===== config.mk =====
export PLATFORM = sky130hd
export DESIGN_NAME = pktdma_regs
export DESIGN_NICKNAME = d
export VERILOG_FILES = /design/src/rtl/pktdma_pkg.sv /design/src/rtl/pktdma_decode.sv /design/src/rtl/pktdma_chan.sv /design/src/rtl/pktdma_regs.sv
export SDC_FILE = /design/constraint.sdc
export NUM_CORES = 1
export LEC_CHECK = 0
export BUFFER_PORTS_ARGS = -buffer_cell sky130_fd_sc_hd__buf_2
export CORE_UTILIZATION = 60
export DETAILED_ROUTE_END_ITERATION = 10
export PLACE_DENSITY = 0.86
export SYNTH_ARGS = -nofsm -noshare
export SYNTH_HDL_FRONTEND = slang
export SYNTH_HIERARCHICAL = 1
export SYNTH_SLANG_ARGS = --single-unit

===== constraint.sdc =====
create_clock -name clk -period 3.56 [get_ports clk]
set_input_delay 0.712 -clock clk [delete_from_list [all_inputs] [get_ports clk]]
set_output_delay 0.712 -clock clk [all_outputs]
set_load 0.02 [all_outputs]

===== src/rtl/pktdma_pkg.sv =====
// Shared constants, types and helpers for the packet-DMA channel registers.
// Assumes an 8-bit-or-wider byte address and a 32-bit data path.
package pktdma_pkg;

    typedef enum logic [1:0] {
        SZ_BYTE = 2'd0,
        SZ_HALF = 2'd1,
        SZ_WORD = 2'd2
    } acc_size_e;

    localparam int unsigned CH_BASE  = 32'h80;
    localparam int unsigned CH_SHIFT = 5;
    localparam int unsigned KEY_ADDR = 32'hC7;
    localparam logic [7:0]  KEY_OPEN = 8'h07;
    localparam int unsigned EVW      = 4;

    // word indices inside a channel window
    localparam logic [2:0] W_CTRL  = 3'd0;
    localparam logic [2:0] W_COUNT = 3'd1;
    localparam logic [2:0] W_NEXT  = 3'd3;
    localparam logic [2:0] W_FIFO  = 3'd5;

    // control bit positions
    localparam int unsigned CB_MASK = 8;
    localparam int unsigned CB_GO   = 7;
    localparam int unsigned CB_RST  = 5;

    // place engine event bits into status-byte positions
    function automatic logic [7:0] evt_to_status(input logic [EVW-1:0] e);
        return {1'b0, e[3], 1'b0, e[2], 2'b00, e[1], e[0]};
    endfunction

    // replace the bytes of old selected by be with those of nw
    function automatic logic [31:0] lane_merge(input logic [31:0] old,
                                               input logic [31:0] nw,
                                               input logic [3:0]  be);
        logic [31:0] r;
        for (int i = 0; i < 4; i++)
            r[8*i +: 8] = be[i] ? nw[8*i +: 8] : old[8*i +: 8];
        return r;
    endfunction

endpackage


===== src/rtl/pktdma_decode.sv =====
// Address decoder: turns one bus request into channel/key selects, a word
// index, byte enables and lane-aligned write data.
// Assumes naturally aligned accesses and a size code of 0, 1 or 2.
module pktdma_decode
    import pktdma_pkg::*;
#(
    parameter int NCH = 2,
    parameter int AW  = 8
) (
    input  logic           req,
    input  logic           we,
    input  logic [AW-1:0]  addr,
    input  logic [1:0]     size,
    input  logic [31:0]    wdata,
    output logic [NCH-1:0] ch_sel,
    output logic           key_sel,
    output logic           wr,
    output logic           rd,
    output logic [2:0]     widx,
    output logic [3:0]     be,
    output logic [31:0]    wlane
);
    localparam int BW = AW - CH_SHIFT;
    localparam int KW = AW - 2;
    localparam logic [KW-1:0] KEY_WORD = KW'(KEY_ADDR >> 2);

    assign wr    = req & we;
    assign rd    = req & ~we;
    assign widx  = addr[4:2];
    assign wlane = wdata << {addr[1:0], 3'b000};
    assign key_sel = req && (addr[AW-1:2] == KEY_WORD);

    // byte enables from access size and low address bits
    always_comb begin
        case (size)
            SZ_BYTE: be = 4'b0001 << addr[1:0];
            SZ_HALF: be = addr[1] ? 4'b1100 : 4'b0011;
            SZ_WORD: be = 4'b1111;
            default: be = 4'b0000;
        endcase
    end

    // one comparator per channel window
    for (genvar c = 0; c < NCH; c++) begin : g_win
        localparam logic [BW-1:0] BLK = BW'(int'(CH_BASE >> CH_SHIFT) + c);
        assign ch_sel[c] = req && (addr[AW-1:CH_SHIFT] == BLK);
    end

endmodule


===== src/rtl/pktdma_chan.sv =====
// One channel's register window: control, status, count, next pointer and
// FIFO thresholds, plus start/abort/hold generation and event capture.
// Assumes the decoder qualifies sel/wr/rd and supplies lane-aligned data.
module pktdma_chan
    import pktdma_pkg::*;
(
    input  logic            clk,
    input  logic            rst_n,
    input  logic            sel,
    input  logic            wr,
    input  logic            rd,
    input  logic [2:0]      widx,
    input  logic [3:0]      be,
    input  logic [31:0]     wlane,
    input  logic            key_ok,
    input  logic [EVW-1:0]  evt,
    output logic [31:0]     rword,
    output logic            start_o,
    output logic            abort_o,
    output logic            hold_o,
    output logic            irq_o,
    output logic [3:0]      mode_o,
    output logic [15:0]     count_o,
    output logic [31:0]     next_o,
    output logic [15:0]     fin_o,
    output logic [15:0]     fout_o
);
    logic [15:0] ctrl_q, ctrl_n;
    logic [7:0]  stat_q, evt_flags;
    logic [15:0] cnt_q, fin_q, fout_q;
    logic [31:0] ptr_q;
    logic        busy_q, busy_n;
    logic        start_q, abort_q;
    logic        ctrl_wr, lo_wr, go_req, new_rst, start_fire, abort_fire;
    logic        stat_rd, evt_any;
    logic [31:0] fifo_m, cnt_m;

    assign ctrl_wr    = sel & wr & (widx == W_CTRL);
    assign lo_wr      = ctrl_wr & be[0];
    assign go_req     = lo_wr & wlane[CB_GO];
    assign new_rst    = lo_wr ? wlane[CB_RST] : ctrl_q[CB_RST];
    assign start_fire = go_req & key_ok & ~new_rst & ~busy_q;
    assign abort_fire = lo_wr & ~wlane[CB_GO] & busy_q;
    assign stat_rd    = sel & rd & (widx == W_CTRL) & be[2];
    assign evt_flags  = evt_to_status(evt);
    assign evt_any    = |evt;
    assign fifo_m     = lane_merge({fout_q, fin_q}, wlane, be);
    assign cnt_m      = lane_merge({16'h0000, cnt_q}, wlane, {2'b00, be[1:0]});

    // next control value; the start bit is never stored
    always_comb begin
        ctrl_n = ctrl_q;
        if (ctrl_wr && be[0]) ctrl_n[7:0]  = wlane[7:0];
        if (ctrl_wr && be[1]) ctrl_n[15:8] = wlane[15:8];
        ctrl_n[CB_GO] = 1'b0;
    end

    // busy tracking: start sets, abort/event/hold clear
    always_comb begin
        if (start_fire) busy_n = 1'b1;
        else            busy_n = busy_q & ~abort_fire & ~evt_any & ~ctrl_n[CB_RST];
    end

    // control word, busy flag and engine pulses
    always_ff @(posedge clk) begin
        if (!rst_n) begin
            ctrl_q  <= '0;
            busy_q  <= 1'b0;
            start_q <= 1'b0;
            abort_q <= 1'b0;
        end else begin
            ctrl_q  <= ctrl_n;
            busy_q  <= busy_n;
            start_q <= start_fire;
            abort_q <= abort_fire;
        end
    end

    // sticky status flags, cleared by a covering read, events win
    always_ff @(posedge clk) begin
        if (!rst_n) stat_q <= '0;
        else        stat_q <= (stat_q & ~{8{stat_rd}}) | evt_flags;
    end

    // configuration registers with byte-lane writes
    always_ff @(posedge clk) begin
        if (!rst_n) begin
            cnt_q  <= '0;
            ptr_q  <= '0;
            fin_q  <= '0;
            fout_q <= '0;
        end else if (sel && wr) begin
            if (widx == W_COUNT) cnt_q <= cnt_m[15:0];
            if (widx == W_NEXT)  ptr_q <= lane_merge(ptr_q, wlane, be);
            if (widx == W_FIFO) begin
                fin_q  <= fifo_m[15:0];
                fout_q <= fifo_m[31:16];
            end
        end
    end

    // read word selected by word index
    always_comb begin
        case (widx)
            W_CTRL:  rword = {8'h00, stat_q, ctrl_q};
            W_COUNT: rword = {16'h0000, cnt_q};
            W_NEXT:  rword = ptr_q;
            W_FIFO:  rword = {fout_q, fin_q};
            default: rword = 32'h0;
        endcase
    end

    assign start_o = start_q;
    assign abort_o = abort_q;
    assign hold_o  = ctrl_q[CB_RST];
    assign irq_o   = (|stat_q) & ~ctrl_q[CB_MASK];
    assign mode_o  = ctrl_q[3:0];
    assign count_o = cnt_q;
    assign next_o  = ptr_q;
    assign fin_o   = fin_q;
    assign fout_o  = fout_q;


    start_pulse_chk: assert property (@(posedge clk) disable iff (!rst_n)
        start_q |=> !start_q);

    start_key_chk: assert property (@(posedge clk) disable iff (!rst_n)
        start_q |-> $past(key_ok));

    hold_no_start_chk: assert property (@(posedge clk) disable iff (!rst_n)
        start_q |-> !ctrl_q[CB_RST]);

    abort_excl_chk: assert property (@(posedge clk) disable iff (!rst_n)
        abort_q |-> !start_q);

    stat_clear_chk: assert property (@(posedge clk) disable iff (!rst_n)
        stat_rd |=> (stat_q == $past(evt_flags)));

    stat_sticky_chk: assert property (@(posedge clk) disable iff (!rst_n)
        !stat_rd |=> ((stat_q & $past(stat_q)) == $past(stat_q)));

endmodule


===== src/rtl/pktdma_regs.sv =====
// Top of the packet-DMA channel register block: decoder, NCH channel
// windows, the global start key byte, registered read path and shared irq.
// Assumes one-cycle requests that are naturally aligned to their size.
module pktdma_regs
    import pktdma_pkg::*;
#(
    parameter int NCH = 2,
    parameter int AW  = 8
) (
    input  logic              clk,
    input  logic              rst_n,
    input  logic              bus_req,
    input  logic              bus_we,
    input  logic [AW-1:0]     bus_addr,
    input  logic [1:0]        bus_size,
    input  logic [31:0]       bus_wdata,
    output logic [31:0]       bus_rdata,
    output logic              bus_rvalid,
    input  logic [NCH*EVW-1:0] eng_evt,
    output logic [NCH-1:0]    eng_start,
    output logic [NCH-1:0]    eng_abort,
    output logic [NCH-1:0]    eng_hold,
    output logic [NCH*4-1:0]  xfer_mode,
    output logic [NCH*16-1:0] pkt_count,
    output logic [NCH*32-1:0] pkt_next,
    output logic [NCH*16-1:0] fifo_in_thr,
    output logic [NCH*16-1:0] fifo_out_thr,
    output logic              irq
);
    logic [NCH-1:0] ch_sel, ch_irq;
    logic           key_sel, wr, rd;
    logic [2:0]     widx;
    logic [3:0]     be;
    logic [31:0]    wlane, sel_word, rmask;
    logic [31:0]    ch_word [NCH];
    logic [7:0]     key_q;
    logic           key_ok;
    logic [31:0]    rdata_q;
    logic           rvalid_q;

    pktdma_decode #(.NCH(NCH), .AW(AW)) u_dec (
        .req     (bus_req),
        .we      (bus_we),
        .addr    (bus_addr),
        .size    (bus_size),
        .wdata   (bus_wdata),
        .ch_sel  (ch_sel),
        .key_sel (key_sel),
        .wr      (wr),
        .rd      (rd),
        .widx    (widx),
        .be      (be),
        .wlane   (wlane)
    );

    for (genvar c = 0; c < NCH; c++) begin : g_ch
        pktdma_chan u_chan (
            .clk     (clk),
            .rst_n   (rst_n),
            .sel     (ch_sel[c]),
            .wr      (wr),
            .rd      (rd),
            .widx    (widx),
            .be      (be),
            .wlane   (wlane),
            .key_ok  (key_ok),
            .evt     (eng_evt[EVW*c +: EVW]),
            .rword   (ch_word[c]),
            .start_o (eng_start[c]),
            .abort_o (eng_abort[c]),
            .hold_o  (eng_hold[c]),
            .irq_o   (ch_irq[c]),
            .mode_o  (xfer_mode[4*c +: 4]),
            .count_o (pkt_count[16*c +: 16]),
            .next_o  (pkt_next[32*c +: 32]),
            .fin_o   (fifo_in_thr[16*c +: 16]),
            .fout_o  (fifo_out_thr[16*c +: 16])
        );
    end

    // global start key byte lives in lane 3 of its word
    always_ff @(posedge clk) begin
        if (!rst_n)                  key_q <= '0;
        else if (key_sel && wr && be[3]) key_q <= wlane[31:24];
    end
    assign key_ok = (key_q == KEY_OPEN);

    // select the addressed word for a read
    always_comb begin
        sel_word = '0;
        for (int c = 0; c < NCH; c++)
            if (ch_sel[c]) sel_word = sel_word | ch_word[c];
        if (key_sel) sel_word = {key_q, 24'h000000};
    end

    // width mask for right-justified read data
    always_comb begin
        case (bus_size)
            SZ_BYTE: rmask = 32'h0000_00FF;
            SZ_HALF: rmask = 32'h0000_FFFF;
            SZ_WORD: rmask = 32'hFFFF_FFFF;
            default: rmask = 32'h0;
        endcase
    end

    // registered read path, one cycle latency
    always_ff @(posedge clk) begin
        if (!rst_n) begin
            rdata_q  <= '0;
            rvalid_q <= 1'b0;
        end else begin
            rvalid_q <= rd;
            if (rd) rdata_q <= (sel_word >> {bus_addr[1:0], 3'b000}) & rmask;
        end
    end

    assign bus_rdata  = rdata_q;
    assign bus_rvalid = rvalid_q;
    assign irq        = |ch_irq;


    bus_align_chk: assert property (@(posedge clk) disable iff (!rst_n)
        bus_req |-> ((bus_size != 2'd3) &&
                     ((bus_size != SZ_HALF) || !bus_addr[0]) &&
                     ((bus_size != SZ_WORD) || (bus_addr[1:0] == 2'b00))));

    rvalid_timing_chk: assert property (@(posedge clk) disable iff (!rst_n)
        bus_rvalid |-> $past(bus_req && !bus_we));

    rvalid_follow_chk: assert property (@(posedge clk) disable iff (!rst_n)
        (bus_req && !bus_we) |=> bus_rvalid);

endmodule


Word level (Yosys, flattened, before mapping). Index checks and enable logic that the tools add are counted.

Output and inout port bits: 208. Logic and storage cells: 157. Register bits: 253.

Bitwise logic cells: 56. Multiplexer cells: 14. Shift operators: 3. Reduce and logical (&&, ||, !) cells: 38. Eq/ne operators: 9.

Operators with widths (number): 32-bit case mux with 4 select lines (2); 32-bit two-way mux (3); 32-bit case mux with 3 select lines (1); 3-bit AND reduction (20); 1-bit bitwise AND (34); 32-bit bitwise AND (1); 32-bit OR (1); 32-bit by 5-bit left shift with 32-bit output (1); 32-bit by 5-bit right shift with 32-bit output (1); 8-bit bitwise AND (2); 8-bit inverter (2); 8-bit by 7-bit OR with 8-bit output (2); 8-bit OR reduction (2); 7-bit two-way mux (2); 1-bit inverter (14); 4-bit case mux with 3 select lines (1); 1-bit logical AND (11); 3-bit == test (second input constant) (3); 8-bit by 3-bit == test with 1-bit output (second input constant) (1); 4-bit OR reduction (2); 6-bit == test (second input constant) (1); 1-bit two-way mux (4); 4-bit two-way mux (1); 1-bit by 2-bit left shift with 4-bit output (first input constant) (1); other kinds (7) (7).

Logic depth before layout (Yosys ltp).
Depth in word-level cells: 12. Depth in mapped cells: 11.

Hierarchy. Netlist, hierarchy kept.

By module, submodules not included: pktdma_chan (cells each 569, instances 2, area an instance 5031.1 µm²); pktdma_regs (cells each 274, instances 1, area an instance 2467.4 µm²); pktdma_decode (cells each 104, instances 1, area an instance 729.4 µm²).

Worst setup path before layout. Ideal clock, no wire load.

Path kind: input-to-reg. Start point: input bus_addr[2]. End point: register rdata_q[10], in the netlist bus_rdata[10]. Stages on the path: 10. Arrival time: 2519 ps. Buffers on the path: 4. Setup slack: 919 ps. Setup time: 122 ps. Cell sequence: buf_4 > buf_2 > buf_2 > buf_2 > mux2i_1 > o2bb2ai_1 > a22o_1 > a221oi_1 > a2111oi_0 > a221o_1.

RTL lines: start: declaration (line pktdma_regs.sv:14) `input logic [AW-1:0] bus_addr,`; end signal: assignment (line pktdma_regs.sv:113) `if (rd) rdata_q <= (sel_word >> {bus_addr[1:0], 3'b000}) & rmask;`; end: declaration (line pktdma_regs.sv:38) `logic [31:0] rdata_q;`.

Worst setup path after layout.
Start point: register g_ch[1].u_chan.stat_q[0]. End point: output irq.

Longest elaborated chain between the ends: 3.

RTL lines: start: declaration (line pktdma_chan.sv:29) `logic [7:0] stat_q, evt_flags;`; start signal: assignment (line pktdma_chan.sv:82) `else stat_q <= (stat_q & ~{8{stat_rd}}) | evt_flags;`; 8-bit OR reduction (line pktdma_chan.sv:116) `assign irq_o = (|stat_q) & ~ctrl_q[CB_MASK];`; 1-bit bitwise AND (line pktdma_chan.sv:116); named net ch_irq[1] (line pktdma_regs.sv:30) `logic [NCH-1:0] ch_sel, ch_irq;`; 2-bit OR reduction (line pktdma_regs.sv:119) `assign irq = |ch_irq;`; end: declaration (line pktdma_regs.sv:28) `output logic irq`.

The timed path passes the listed nets, and every way through them passes these cells.

==> impl_metrics.py <==
metrics = {
    "global_routing": {
        "globalRouteTotalUtil_pct": 41.3,
        "antenna_found_initial": 4,
        "grt_pass1_wl_um": 71400,
        "first_global_vias": 12500,
        "overflow": 0,
        "grt_max_degree": 90,
    },
    "synthesis": {
        "synth_most_common_cell": "dfxtp_1",
        "synth_edf_count": 0,
        "syn_avg_cell_area_sq_um": 8.75,
        "synth_fp_nets": 1572,
        "synth-seq-cells": 253,
        "synth_ff_type": "dfxtp_1",
        "netlist_instances": 1516,
        "synthTopCellsByArea": "dfxtp_1, mux2i_1, a21boi_0, nand3_1, o21ai_0",
        "yosysUniqueCellTypes": 59,
        "yosys.area.top_type": "dfxtp_1",
        "ys_async_sr_fraction_pct": 0,
        "syn_area_sq_mm": 0.0133,
        "yosys_warnings": 6,
        "yosysSeqAreaShare_pct": 38.2,
        "synth_top_area_share_pct": 38.2,
        "synthTopCellsByCount": "dfxtp_1, nand3_1, o21ai_0, nand2_1, mux2i_1",
    },
    "outcome": {
        "outcome": "complete, no violations",
    },
    "worst_hold_path": {
        "min_path_cells": 2,
        "hold_end": "g_ch[1].u_chan/stat_q[6]$_SDFF_PN0_",
        "min_from": "eng_evt[7]",
        "holdCritPathClass": "input port to flop",
    },
    "setup_path": {
        "crit_fanout": 3,
        "rr_worst_depth": 5,
        "critPathLaunchType": "flop",
        "reg2reg_to": "g_ch[1].u_chan/busy_q$_SDFF_PN0_",
        "crit_required_ns": 2.85,
        "worstPathArrival_ns": 1.92,
        "crit_path_end_kind": "primary output",
        "r2r-start": "key_q[3]$_SDFFE_PN0P_",
        "ff2ff_setup_slack_ns": 1.62,
        "crit_type": "flop to primary output",
    },
    "power": {
        "pwr-share-seq_pct": 43.3,
        "p_switching_uw": 1630,
        "power_leakage_uw": 0.00599,
        "p_clk_share_pct": 48.2,
        "combPwrFrac_pct": 8.5,
        "p_int_uw": 4950,
        "power_uw": 6590,
        "power_density_mw_per_mm2": 422,
        "ir_drop_v": 0.000332,
        "swShare_pct": 24.8,
    },
    "sta": {
        "min_period_over_period_pct": 74.0,
        "maxSlewViolCount": 0,
        "min_period_ns": 2.64,
        "setup_viol": 0,
        "tightest_slew_ns": 1.01,
        "final.setup.tns_ns": 0,
        "fin_skew_ns": 0.0288,
        "relSlewSlack_pct": 32.1,
        "hold_viol": 0,
        "whs_ns": 0.397,
        "grt_setup_unrepaired": "false",
        "timing.fmax_ghz": 0.379,
    },
    "cts": {
        "cts_buffer_depth": 3,
        "cts_num_sinks": 253,
        "cts_tree": "done",
        "cts_resized": 0,
        "cts_made_buffers": 27,
        "cts_hold_repair.buffers": 0,
        "post-cts-setup-buffers": 0,
        "cts.clk_slew.worst_paths_ns": 0.06,
        "clock_latency_ns": 0.56,
        "cts_root_buf": "clkbuf_16",
        "cts.htree.levels": 1,
    },
    "detailed_routing": {
        "drtPass1Iterations": 6,
        "viasPerCell": 6.73,
        "drc": 0,
        "drt-total-wl_um": 48100,
        "drtIter0Drc": 1700,
        "postRouteAntennaNets": 0,
        "num_vias": 13460,
        "routedWlPerCell_um": 24.0,
    },
    "die": {
        "core_sq_mm": 0.0218,
        "fp.dieH_um": 151,
        "rows": 54,
        "start_util_pct": 60.9,
        "io_pins": 262,
        "die-width_um": 151,
        "fp.dieArea_sq_mm": 0.0227,
    },
    "cells_and_area": {
        "drive_gt1_share_pct": 23.1,
        "area_delta_synth_final_pct": 17.7,
        "fin_area_sq_mm": 0.0156,
        "instances_no_fill": 2001,
        "num_antenna_cells": 0,
        "final_nets": 1756,
    },
    "placement": {
        "port_buffers": 261,
        "place.detailed.hpwl_um": 34400,
        "gpl.final_weighted_congestion": 0.996,
        "placed_area_sq_mm": 0.0146,
        "dp_cells": 1951,
    },
    "job": {
        "cap_violations": 0,
    },
}
## layout by cell type, fill, tap and decap left out, types with 9 or more instances in the layout
cell       Yosys  routed
nor2b_1       33      32
a22o_1        46      46
a21oi_1       30      30
nor2_1        25      25
and2_1        21      21
nand2b_1      14      14
o2bb2ai_1     48      48
a21boi_0     120     120
mux2i_1      122     122
nand2_1      130     130
o21ai_0      134     134
o21a_1        16      16
a221o_1       16      16
buf_2         36     260
nand3_1      137     137
clkbuf_16      0      27
buf_4         14      54
a22oi_1       48      48
nor2_2         9       9
a221oi_1      16      16
nand4_1       16      16
dfxtp_1      253     253
## sequential cells by signal, summed over array words and instances, names as in the netlist
name                 count
g_ch.u_chan/next_o      64
g_ch.u_chan/abort_o      2
bus_rvalid               1
g_ch.u_chan/ctrl_q      30
g_ch.u_chan/busy_q       2
bus_rdata               32
g_ch.u_chan/start_o      2
key_q                    8
g_ch.u_chan/fout_o      32
g_ch.u_chan/count_o     32
g_ch.u_chan/stat_q      16
g_ch.u_chan/fin_o       32
## through the flow
step / util, % / setup slack, ns
final: 71.7 / 0.924
after global routing: 71.7 / 0.839
after floorplan: - / 0.919
after CTS: 71.7 / 0.999
after detailed placement: 67.1 / 0.498
after global placement: 67.1 / 0.486
## area by class of cell
class / count / area, sq um
clock buffers: 35 / 766
clock inverters: 15 / 241
fillers: 1720 / 6150
inverters: 6 / 22.5
multi-input cells: 1095 / 7400
flip-flops and latches: 253 / 5060
well taps: 280 / 350
repair buffers: 317 / 1760
## routing by layer
metal / part of all wire (%) / track usage (%) / routed length, um / vias to the layer above
met5: 0.050 / 0 / 24 / -
met4: 7.1 / 26.4 / 3400 / 4
met3: 10 / 7.15 / 4850 / 220
met2: 45 / 65.3 / 21700 / 860
met1: 38 / 52.1 / 18100 / 6397
li1: - / - / - / 5979
## power groups by stage
stage | Combinational [uW] | Clock (uW) | Sequential (uW)
floorplan | 340 | 0 | 2920
global placement | 524 | 0 | 2910
finish | 559 | 3180 | 2850
detailed placement | 532 | 0 | 2920
global route | 578 | 3300 | 2850
CTS | 535 | 3190 | 2850
## worst max path at each step
stage,start,to,slack (ns),depth (start not counted)
2_1_floorplan,bus_addr[2],bus_rdata[10]$_SDFFE_PN0P_,0.92,10
3_3_place_gp,bus_addr[4],bus_rdata[8]$_SDFFE_PN0P_,0.49,7
3_5_place_dp,bus_addr[4],bus_rdata[15]$_SDFFE_PN0P_,0.50,9
4_1_cts,g_ch[1].u_chan/stat_q[6]$_SDFF_PN0_,irq,1.0,4
5_1_grt,g_ch[1].u_chan/stat_q[0]$_SDFF_PN0_,irq,0.84,4
6_report,g_ch[1].u_chan/stat_q[0]$_SDFF_PN0_,irq,0.92,4
## worst max-delay path, stage by stage, from the launching register on
cell and delay (ns):
dfxtp_1 0.34, nor4_1 0.26, a21oi_1 0.23, or2_2 0.37, buf_2 0.16
## cells by family (layout without fill, tap and decap cells)
| logic type | Yosys count | in the layout | share of synthesized area [%] |
|---|---|---|---|
| adder cells (fa/ha/maj) | 2 | 2 | 0.189 |
| AND/OR/NAND/NOR | 453 | 453 | 18.3 |
| AO/OA/AOI/OAI | 518 | 518 | 28.1 |
| flip-flops | 253 | 253 | 38.2 |
| buffers and inverters | 168 | 373 | 6.09 |
| multiplexers | 122 | 122 | 9.21 |
Note: power is estimated with default switching activity, not from simulation.
